File: src/rtl/flow_cls_pkg.sv
package flow_cls_pkg;

    typedef struct packed {
        logic [31:0] src_addr;
        logic [31:0] dst_addr;
        logic [15:0] src_port;
        logic [15:0] dst_port;
        logic [7:0]  proto;
        logic [7:0]  pmatch;
    } hdr_key_t;

    localparam int KEY_W  = $bits(hdr_key_t);
    localparam int FLOW_W = 16;

    typedef enum logic [0:0] {
        ST_IDLE = 1'b0,
        ST_SHOW = 1'b1
    } res_state_t;

endpackage

File: src/rtl/flow_rule_store.sv
module flow_rule_store
    import flow_cls_pkg::*;
#(
    parameter int N_RULES = 8,
    localparam int IDX_W = (N_RULES > 1) ? $clog2(N_RULES) : 1
) (
    input  logic                             clk,
    input  logic                             rst_n,
    input  logic                             wr_en,
    input  logic [IDX_W-1:0]                 wr_idx,
    input  logic [KEY_W-1:0]                 wr_value,
    input  logic [KEY_W-1:0]                 wr_mask,
    input  logic [FLOW_W-1:0]                wr_flow,
    output logic [N_RULES-1:0][KEY_W-1:0]    rule_value,
    output logic [N_RULES-1:0][KEY_W-1:0]    rule_mask,
    output logic [N_RULES-1:0][FLOW_W-1:0]   rule_flow,
    output logic [N_RULES-1:0]               rule_vld
);

    for (genvar g = 0; g < N_RULES; g++) begin : g_rule
        logic sel;
        assign sel = wr_en && (wr_idx == IDX_W'(g));

        always_ff @(posedge clk or negedge rst_n) begin
            if (!rst_n) begin
                rule_value[g] <= '0;
                rule_mask[g]  <= '0;
                rule_flow[g]  <= '0;
                rule_vld[g]   <= 1'b0;
            end else if (sel) begin
                rule_value[g] <= wr_value;
                rule_mask[g]  <= wr_mask;
                rule_flow[g]  <= wr_flow;
                rule_vld[g]   <= 1'b1;
            end
        end
    end

endmodule

File: src/rtl/flow_rule_match.sv
module flow_rule_match
    import flow_cls_pkg::*;
#(
    parameter int N_RULES = 8
) (
    input  logic [KEY_W-1:0]                 key,
    input  logic [N_RULES-1:0][KEY_W-1:0]    rule_value,
    input  logic [N_RULES-1:0][KEY_W-1:0]    rule_mask,
    input  logic [N_RULES-1:0]               rule_vld,
    output logic [N_RULES-1:0]               match
);

    for (genvar g = 0; g < N_RULES; g++) begin : g_cmp
        logic [KEY_W-1:0] diff;
        assign diff     = (key ^ rule_value[g]) & rule_mask[g];
        assign match[g] = rule_vld[g] && (diff == '0);
    end

endmodule

File: src/rtl/flow_prio_enc.sv
module flow_prio_enc #(
    parameter int N_RULES = 8,
    localparam int IDX_W = (N_RULES > 1) ? $clog2(N_RULES) : 1
) (
    input  logic [N_RULES-1:0] match,
    output logic               any,
    output logic [IDX_W-1:0]   idx
);

    always_comb begin
        idx = '0;
        for (int i = N_RULES - 1; i >= 0; i--) begin
            if (match[i]) begin
                idx = IDX_W'(i);
            end
        end
    end

    assign any = |match;

endmodule

File: src/rtl/flow_classifier.sv
module flow_classifier
    import flow_cls_pkg::*;
#(
    parameter int N_RULES = 8,
    localparam int IDX_W = (N_RULES > 1) ? $clog2(N_RULES) : 1
) (
    input  logic              clk,
    input  logic              rst_n,
    input  logic              wr_en,
    input  logic [IDX_W-1:0]  wr_idx,
    input  logic [KEY_W-1:0]  wr_value,
    input  logic [KEY_W-1:0]  wr_mask,
    input  logic [FLOW_W-1:0] wr_flow,
    input  logic              key_valid,
    input  logic [KEY_W-1:0]  key,
    output logic              result_valid,
    output logic              hit,
    output logic [FLOW_W-1:0] flow_id
);

    logic [N_RULES-1:0][KEY_W-1:0]  rule_value;
    logic [N_RULES-1:0][KEY_W-1:0]  rule_mask;
    logic [N_RULES-1:0][FLOW_W-1:0] rule_flow;
    logic [N_RULES-1:0]             rule_vld;
    logic [N_RULES-1:0]             match;
    logic                           any_match;
    logic [IDX_W-1:0]               win_idx;
    logic [FLOW_W-1:0]              win_flow;

    res_state_t state_q, state_d;
    logic              hit_q;
    logic [FLOW_W-1:0] flow_q;

    flow_rule_store #(.N_RULES(N_RULES)) store_i (
        .clk        (clk),
        .rst_n      (rst_n),
        .wr_en      (wr_en),
        .wr_idx     (wr_idx),
        .wr_value   (wr_value),
        .wr_mask    (wr_mask),
        .wr_flow    (wr_flow),
        .rule_value (rule_value),
        .rule_mask  (rule_mask),
        .rule_flow  (rule_flow),
        .rule_vld   (rule_vld)
    );

    flow_rule_match #(.N_RULES(N_RULES)) match_i (
        .key        (key),
        .rule_value (rule_value),
        .rule_mask  (rule_mask),
        .rule_vld   (rule_vld),
        .match      (match)
    );

    flow_prio_enc #(.N_RULES(N_RULES)) prio_i (
        .match (match),
        .any   (any_match),
        .idx   (win_idx)
    );

    assign win_flow = any_match ? rule_flow[win_idx] : '0;

    // next-state logic
    always_comb begin
        state_d = state_q;
        unique case (state_q)
            ST_IDLE: state_d = key_valid ? ST_SHOW : ST_IDLE;
            ST_SHOW: state_d = key_valid ? ST_SHOW : ST_IDLE;
            default: state_d = ST_IDLE;
        endcase
    end

    // state register
    always_ff @(posedge clk or negedge rst_n) begin
        if (!rst_n) begin
            state_q <= ST_IDLE;
        end else begin
            state_q <= state_d;
        end
    end

    // output registers
    always_ff @(posedge clk or negedge rst_n) begin
        if (!rst_n) begin
            hit_q  <= 1'b0;
            flow_q <= '0;
        end else if (key_valid) begin
            hit_q  <= any_match;
            flow_q <= win_flow;
        end
    end

    assign result_valid = (state_q == ST_SHOW);
    assign hit          = hit_q;
    assign flow_id      = flow_q;

endmodule

File: config.mk
export PLATFORM = sky130hd
export DESIGN_NAME = flow_classifier
export DESIGN_NICKNAME = d
export VERILOG_FILES = /design/src/rtl/flow_cls_pkg.sv /design/src/rtl/flow_rule_store.sv /design/src/rtl/flow_rule_match.sv /design/src/rtl/flow_prio_enc.sv /design/src/rtl/flow_classifier.sv
export SDC_FILE = /design/constraint.sdc
export NUM_CORES = 2
export LEC_CHECK = 0
export CAP_MARGIN = 20
export CORE_MARGIN = 2
export CORE_UTILIZATION = 38
export DETAILED_ROUTE_END_ITERATION = 7
export DONT_BUFFER_PORTS = 1
export PLACE_DENSITY = 0.58
export SYNTH_ARGS = -nofsm -noshare
export SYNTH_HDL_FRONTEND = slang
export SYNTH_HIERARCHICAL = 1
export SYNTH_SLANG_ARGS = --single-unit
File: constraint.sdc
create_clock -name clk -period 10.3 [get_ports clk]
set_clock_uncertainty 0.1 [all_clocks]
set_input_delay 2.06 -clock clk [delete_from_list [all_inputs] [get_ports clk]]
set_output_delay 2.06 -clock clk [all_outputs]
set_load 0.03 [all_outputs]
* Yosys cells after proc, flatten, opt, wreduce, memory -nomap -nowiden
Cells that the tools add are included.
Storage, ports and cells: output and inout bits 18, flip-flop bits (word level) 1946
Operators by class: reductions and logical operators 26, bitwise logic cells 16, multiplexer cells 12, eq/ne operators 7, order comparisons 1
Operators by type and width (count):
- $and A112 B112 Y112 | 8
- $logic_not A112 Y1 | 8
- $xor A112 B112 Y112 | 8
- $bmux W16 S3 | 1
- $mux W16 | 2
- $mux W3 | 8
- $logic_and A1 B1 Y1 | 16
- $eq A3 B3 Y1 const B | 4
- $reduce_or A8 Y1 | 1
- $eq A3 B2 Y1 const B | 2
- $lt A3 B4 Y1 const B | 1
- $eq A3 B1 Y1 const B | 1
- $logic_not A3 Y1 | 1
- $mux W1 | 1

* Depth between registers and ports, before layout
word-level depth 15, gate-level depth with buffers 16, mapped depth without buffers 12

* Modules after synthesis
Netlist, hierarchy kept.
Modules (own cells, without submodules):
- flow_rule_store | area an instance 71096.9 um2, instances 1, cells an instance 4079, seq. area each 48246.3 um2
- flow_rule_match | area an instance 12893.6 um2, instances 1, cells an instance 1585, seq. area each 0.0 um2
- flow_classifier | area an instance 1711.6 um2, instances 1, cells an instance 154, seq. area each 450.4 um2
- flow_prio_enc | area an instance 81.3 um2, instances 1, cells an instance 13, seq. area each 0.0 um2

* Worst setup path after synthesis
OpenSTA, ideal clock, no wires.
path type input to register, start point input key[16], end point register flow_q[1] (netlist: flow_id[1]), required time 10.060 ns, cell stages on the path 14, setup slack 4.771 ns, data arrival time 5.289 ns, library setup time 0.140 ns, cell sequence buf_2 -> xor2_1 -> a22oi_1 -> nand4_1 -> or4_1 -> or4_1 -> nor4_2 -> a21oi_1 -> o41ai_1 -> buf_6 -> buf_12 -> mux4_2 -> nor2_1 -> o32ai_1
On the way: cells in the longest elaborated chain, start to end 15, elaborated cells between the ends (all ways) 44
RTL lines:
- start, declared | line flow_classifier.sv:15 | input logic [KEY_W-1:0] key,
- $xor A112 B112 Y112 | line flow_rule_match.sv:15 | assign diff = (key ^ rule_value[g]) & rule_mask[g];
- $and A112 B112 Y112 | line flow_rule_match.sv:15
- $logic_not A112 Y1 | line flow_rule_match.sv:16 | assign match[g] = rule_vld[g] && (diff == '0);
- $logic_and A1 B1 Y1 | line flow_rule_match.sv:16
- via match[7] | line flow_classifier.sv:25 | logic [N_RULES-1:0] match;
- $mux W3 (8 in a row) | line flow_prio_enc.sv:13 | if (match[i]) begin
- via win_idx[0] | line flow_classifier.sv:27 | logic [IDX_W-1:0] win_idx;
- $bmux W16 S3 | line flow_classifier.sv:62 | assign win_flow = any_match ? rule_flow[win_idx] : '0;
- $mux W16 (implied by the code) | line flow_classifier.sv:62
- $mux W16 | line flow_classifier.sv:62
- end signal, assigned | line flow_classifier.sv:90 | flow_q <= win_flow;
- end, declared | line flow_classifier.sv:32 | logic [FLOW_W-1:0] flow_q;
The timed path passes the listed nets, and every way through them passes these cells. The select of a mux whose other input is x is not followed. A chain may end at the register's enable or synchronous reset.

* Worst setup path after layout
start point input key[7], end point register flow_q[14] (netlist: flow_id[14])
Same word-level chain as after synthesis.

==> out/qor.tcl <==
set qor(fin_tns_setup_ns) 0
set qor(worst_r2r_startpoint) {store_i/rule_value[791]}
set qor(route.antenna.remaining_nets) 0
set qor(min_path_cells) 1
set qor(grt_util_met3_pct) 4.68
set qor(grt_util_met1_pct) 28.6
set qor(port-buffer-count) 0
set qor(ys_ff_latch) 1946
set qor(clock_tree.htree_level_count) 4
set qor(grt_pass1_vias) 50300
set qor(cts_hold_buf) 0
set qor(synth_area_per_cell_um2) 14.7
set qor(place.gp.congestion) 0.810
set qor(initial_utilization_pct) 38.2
set qor(drcViolationCount) 0
set qor(wl_mm) 241
set qor(hold_violations) 0
set qor(syn_inst) 5831
set qor(drive_above_1_share_pct) 36.6
set qor(grt-busiest-layer) {met2}
set qor(global_route.usage.total_pct) 21.0
set qor(power_frac_seq_pct) 47.8
set qor(num_vias) 47800
set qor(cts_resized) 0
set qor(p_per_area_nw_per_um2) 225
set qor(cts_root_buffer) {sky130_fd_sc_hd__clkbuf_16}
set qor(maximum_number_of_pins_on_one_net_before_global_route_repair) 183
set qor(report.final.setup_viol) 0
set qor(grt_pass1_wl_mm) 355
set qor(post_cts_buffers) 0
set qor(r2r.worst_path.cells) 12
set qor(outcome) {completed}
set qor(critPathMaxStageDelay_ns) 0.77
set qor(synth_fp_nets) 6190
set qor(final_min_period_over_clock_period_pct) 60.4
set qor(regToRegSetupSlack_ns) 4.91
set qor(number_of_antenna_violations_at_the_first_check_in_global_routing) 41
set qor(worst-endpoint-arrival_ns) 6.79
set qor(worst_hold_path_type) {flip-flop to flip-flop}
set qor(worst_ep_required_time_ns) 10.88
set qor(ios) 377
set qor(clk_transition_reported_paths_ns) 0.06
set qor(core_area_um2) 225000
set qor(ys_types) 42
set qor(sw_frac_of_total_pct) 27.0
set qor(timing.critical_path.to_type) {flip-flop}
set qor(netlist_area_um2) 85800
set qor(proportion_of_synthesized_flip_flops_having_asynchronous_set_or_reset_pct) 100
set qor(power.ir.vdd_worst_mv) 0.181
set qor(maximum_net_fanout_on_the_critical_path) 54
set qor(rsz0062_at_grt) {false}
set qor(final_cell_mix) {sky130_fd_sc_hd__dfrtp_1, sky130_fd_sc_hd__mux2_2, sky130_fd_sc_hd__xor2_1}
set qor(power.share.combinational_pct) 17.4
set qor(leakagePower_nw) 40.9
set qor(maxClockFrequency_mhz) 161
set qor(final_cell_count_no_fill) 8924
set qor(num-fill-cells) 20600
set qor(cpMaxStageDelayCell) {sky130_fd_sc_hd__or4_1}
set qor(worstReg2RegEnd) {flow_id[14]}
set qor(worst-slew-pin-transition_ns) 1.36
set qor(layout.cells.most_common) {sky130_fd_sc_hd__dfrtp_1}
set qor(die_h_um) 479
set qor(critical_path.cell_chain) {xor2_1 -> a22oi_1 -> nand4_1 -> or4_1 -> or4_1 -> nor4_2 -> a21oi_1 -> o41ai_2 -> buf_4 -> mux4_1 -> nor2_1 -> o32ai_1}
set qor(startpoint_of_the_tightest_hold_check_path) {store_i/rule_vld[3]}
set qor(place_hpwl_mm) 165
set qor(synth_seq_area_share_pct) 56.8
set qor(drt-vias-per-instance) 5.36
set qor(number_of_rows_in_the_core_area) 174
set qor(route.detailed.wl_per_inst_um) 27.1
set qor(syn_to_layout_area_delta_pct) 11.3
set qor(post_synth_edffs) 0
set qor(min_delay_worst_endpoint) {store_i/rule_vld[3]}
set qor(max_slew_violation_total_from_the_final_report) 0
set qor(global_route.usage.met2_pct) 34.0
set qor(tritoncts.num_buffers) 209
set qor(synth_top_area_cell) {sky130_fd_sc_hd__dfrtp_1}
set qor(clock_tree_from_tritoncts) {done}
set qor(place.detailed.instances) 8538
set qor(intPower_mw) 15.7
set qor(global_route.overflow_total) 0
set qor(worst_skew_pair.late_latency_ns) 0.86
set qor(cp-start-kind) {primary input}
set qor(cap_violations) 0
set qor(post-route-min-period_ns) 6.22
set qor(design.die.area_um2) 230000
set qor(p_switching_mw) 5.81
set qor(nets) 6120
set qor(clkSinkCount) 1946
set qor(max_slew_margin_pct) 9.11
set qor(power.share.clock_pct) 34.8
set qor(critical-path-top-cell-by-count) {sky130_fd_sc_hd__or4_1}
set qor(ys.flop_type) {sky130_fd_sc_hd__dfrtp_1}
set qor(drt_pre_antenna_iters) 5
set qor(post-synth-top-area-fraction_pct) 56.8
set qor(fp.dieW_um) 479
set qor(drt_iter0_drc) 2884
set qor(yosysWarnings) 6
set qor(cts_max_path_buffers) 3
set qor(post_synth_main_area_contributors) {sky130_fd_sc_hd__dfrtp_1, sky130_fd_sc_hd__mux2_2, sky130_fd_sc_hd__xor2_1}
set qor(path_class) {primary input to flip-flop}
## Yosys cell counts, types with 13 or more instances
cell,number
sky130_fd_sc_hd__buf_2,188
sky130_fd_sc_hd__nand4_1,68
sky130_fd_sc_hd__nand3_1,24
sky130_fd_sc_hd__clkbuf_1,100
sky130_fd_sc_hd__or4_1,19
sky130_fd_sc_hd__a22o_1,81
sky130_fd_sc_hd__xor2_1,896
sky130_fd_sc_hd__o22ai_1,13
sky130_fd_sc_hd__mux2_2,1756
sky130_fd_sc_hd__inv_1,15
sky130_fd_sc_hd__buf_4,29
sky130_fd_sc_hd__a22oi_1,262
sky130_fd_sc_hd__nor2_1,16
sky130_fd_sc_hd__mux2_1,190
sky130_fd_sc_hd__o32ai_1,13
sky130_fd_sc_hd__a221oi_1,89
sky130_fd_sc_hd__dfrtp_1,1946
## stage by stage
| step | total power, mW | hold WS [ns] | setup slack [ns] | util (%) | area (um^2) |
|---|---|---|---|---|---|
| floorplan | 12.9 | 0.334 | 4.77 | - | 85800 |
| global placement | 14.0 | 0.350 | 3.14 | 39.4 | 88500 |
| detailed placement | 14.2 | 0.352 | 3.11 | 39.4 | 88500 |
| CTS | 21.7 | 0.367 | 4.05 | 42.4 | 95300 |
| global route | 22.5 | 0.384 | 3.86 | 42.5 | 95500 |
| finish | 21.5 | 0.369 | 4.08 | 42.5 | 95500 |
## per-layer routing
| metal | up-vias | share of wire (%) |
|---|---|---|
| li1 | 20900 | - |
| met1 | 25800 | 45 |
| met2 | 868 | 47 |
| met3 | 248 | 5.5 |
| met4 | 2 | 1.9 |
| met5 | - | 0.0054 |
## worst max-delay path by stage
stage	start	end	slack, ns	cells past startpoint
finish	key[7]	flow_id[14]	4.08	12
global route	key[7]	flow_id[14]	3.86	12
CTS	key[7]	flow_id[14]	4.05	12
detailed placement	key[7]	flow_id[14]	3.11	12
global placement	key[7]	flow_id[13]	3.14	12
floorplan	key[16]	flow_id[1]	4.77	14
## cell families after synthesis
logic type             Yosys count  synth area share (%)
multiplexers                  1962                  26.0
flip-flops                    1946                  56.8
XOR/XNOR                       896                  9.15
AO/OA/AOI/OAI                  481                  4.48
buffers and inverters          357                  2.09
AND/OR/NAND/NOR                189                  1.53
## area by class of cell
| class | count | area [um^2] | share of cell area (%) |
|---|---|---|---|
| multi-input combinational | 3528 | 35300 | 37.0 |
| timing repair buffer | 61 | 746 | 0.781 |
| clock buffer | 334 | 6330 | 6.63 |
| clock inverter | 42 | 534 | 0.560 |
| tap | 2992 | 3740 | 3.92 |
| inverter | 15 | 56.3 | 0.0590 |
| sequential | 1946 | 48700 | 51.0 |
| antenna | 6 | 15.0 | 0.0157 |
## flip-flops by register name, summed over array words and instances, names as in the netlist
register,flops
store_i/rule_mask,896
store_i/rule_value,896
store_i/rule_flow,128
flow_id,16
store_i/rule_vld,8
hit,1
result_valid,1
## power by group through the flow
stage	logic [mW]	clock network, mW	registers [mW]
3_5_place_dp	3.77	0	10.4
2_1_floorplan	2.74	0	10.1
6_report	3.74	7.47	10.3
4_1_cts	3.79	7.67	10.3
3_3_place_gp	3.68	0	10.3
5_1_grt	4.07	8.00	10.5
## critical path: cells and delay by family
kind | cells | cell delay [ns]
buffers and inverters | 1 | 0.72
muxes | 1 | 0.65
xor gates and xnor gates | 1 | 0.14
AOI/OAI and AO/OA | 4 | 0.94
and+or+nand+nor | 5 | 2.19
(Power assumes the default switching activity.)
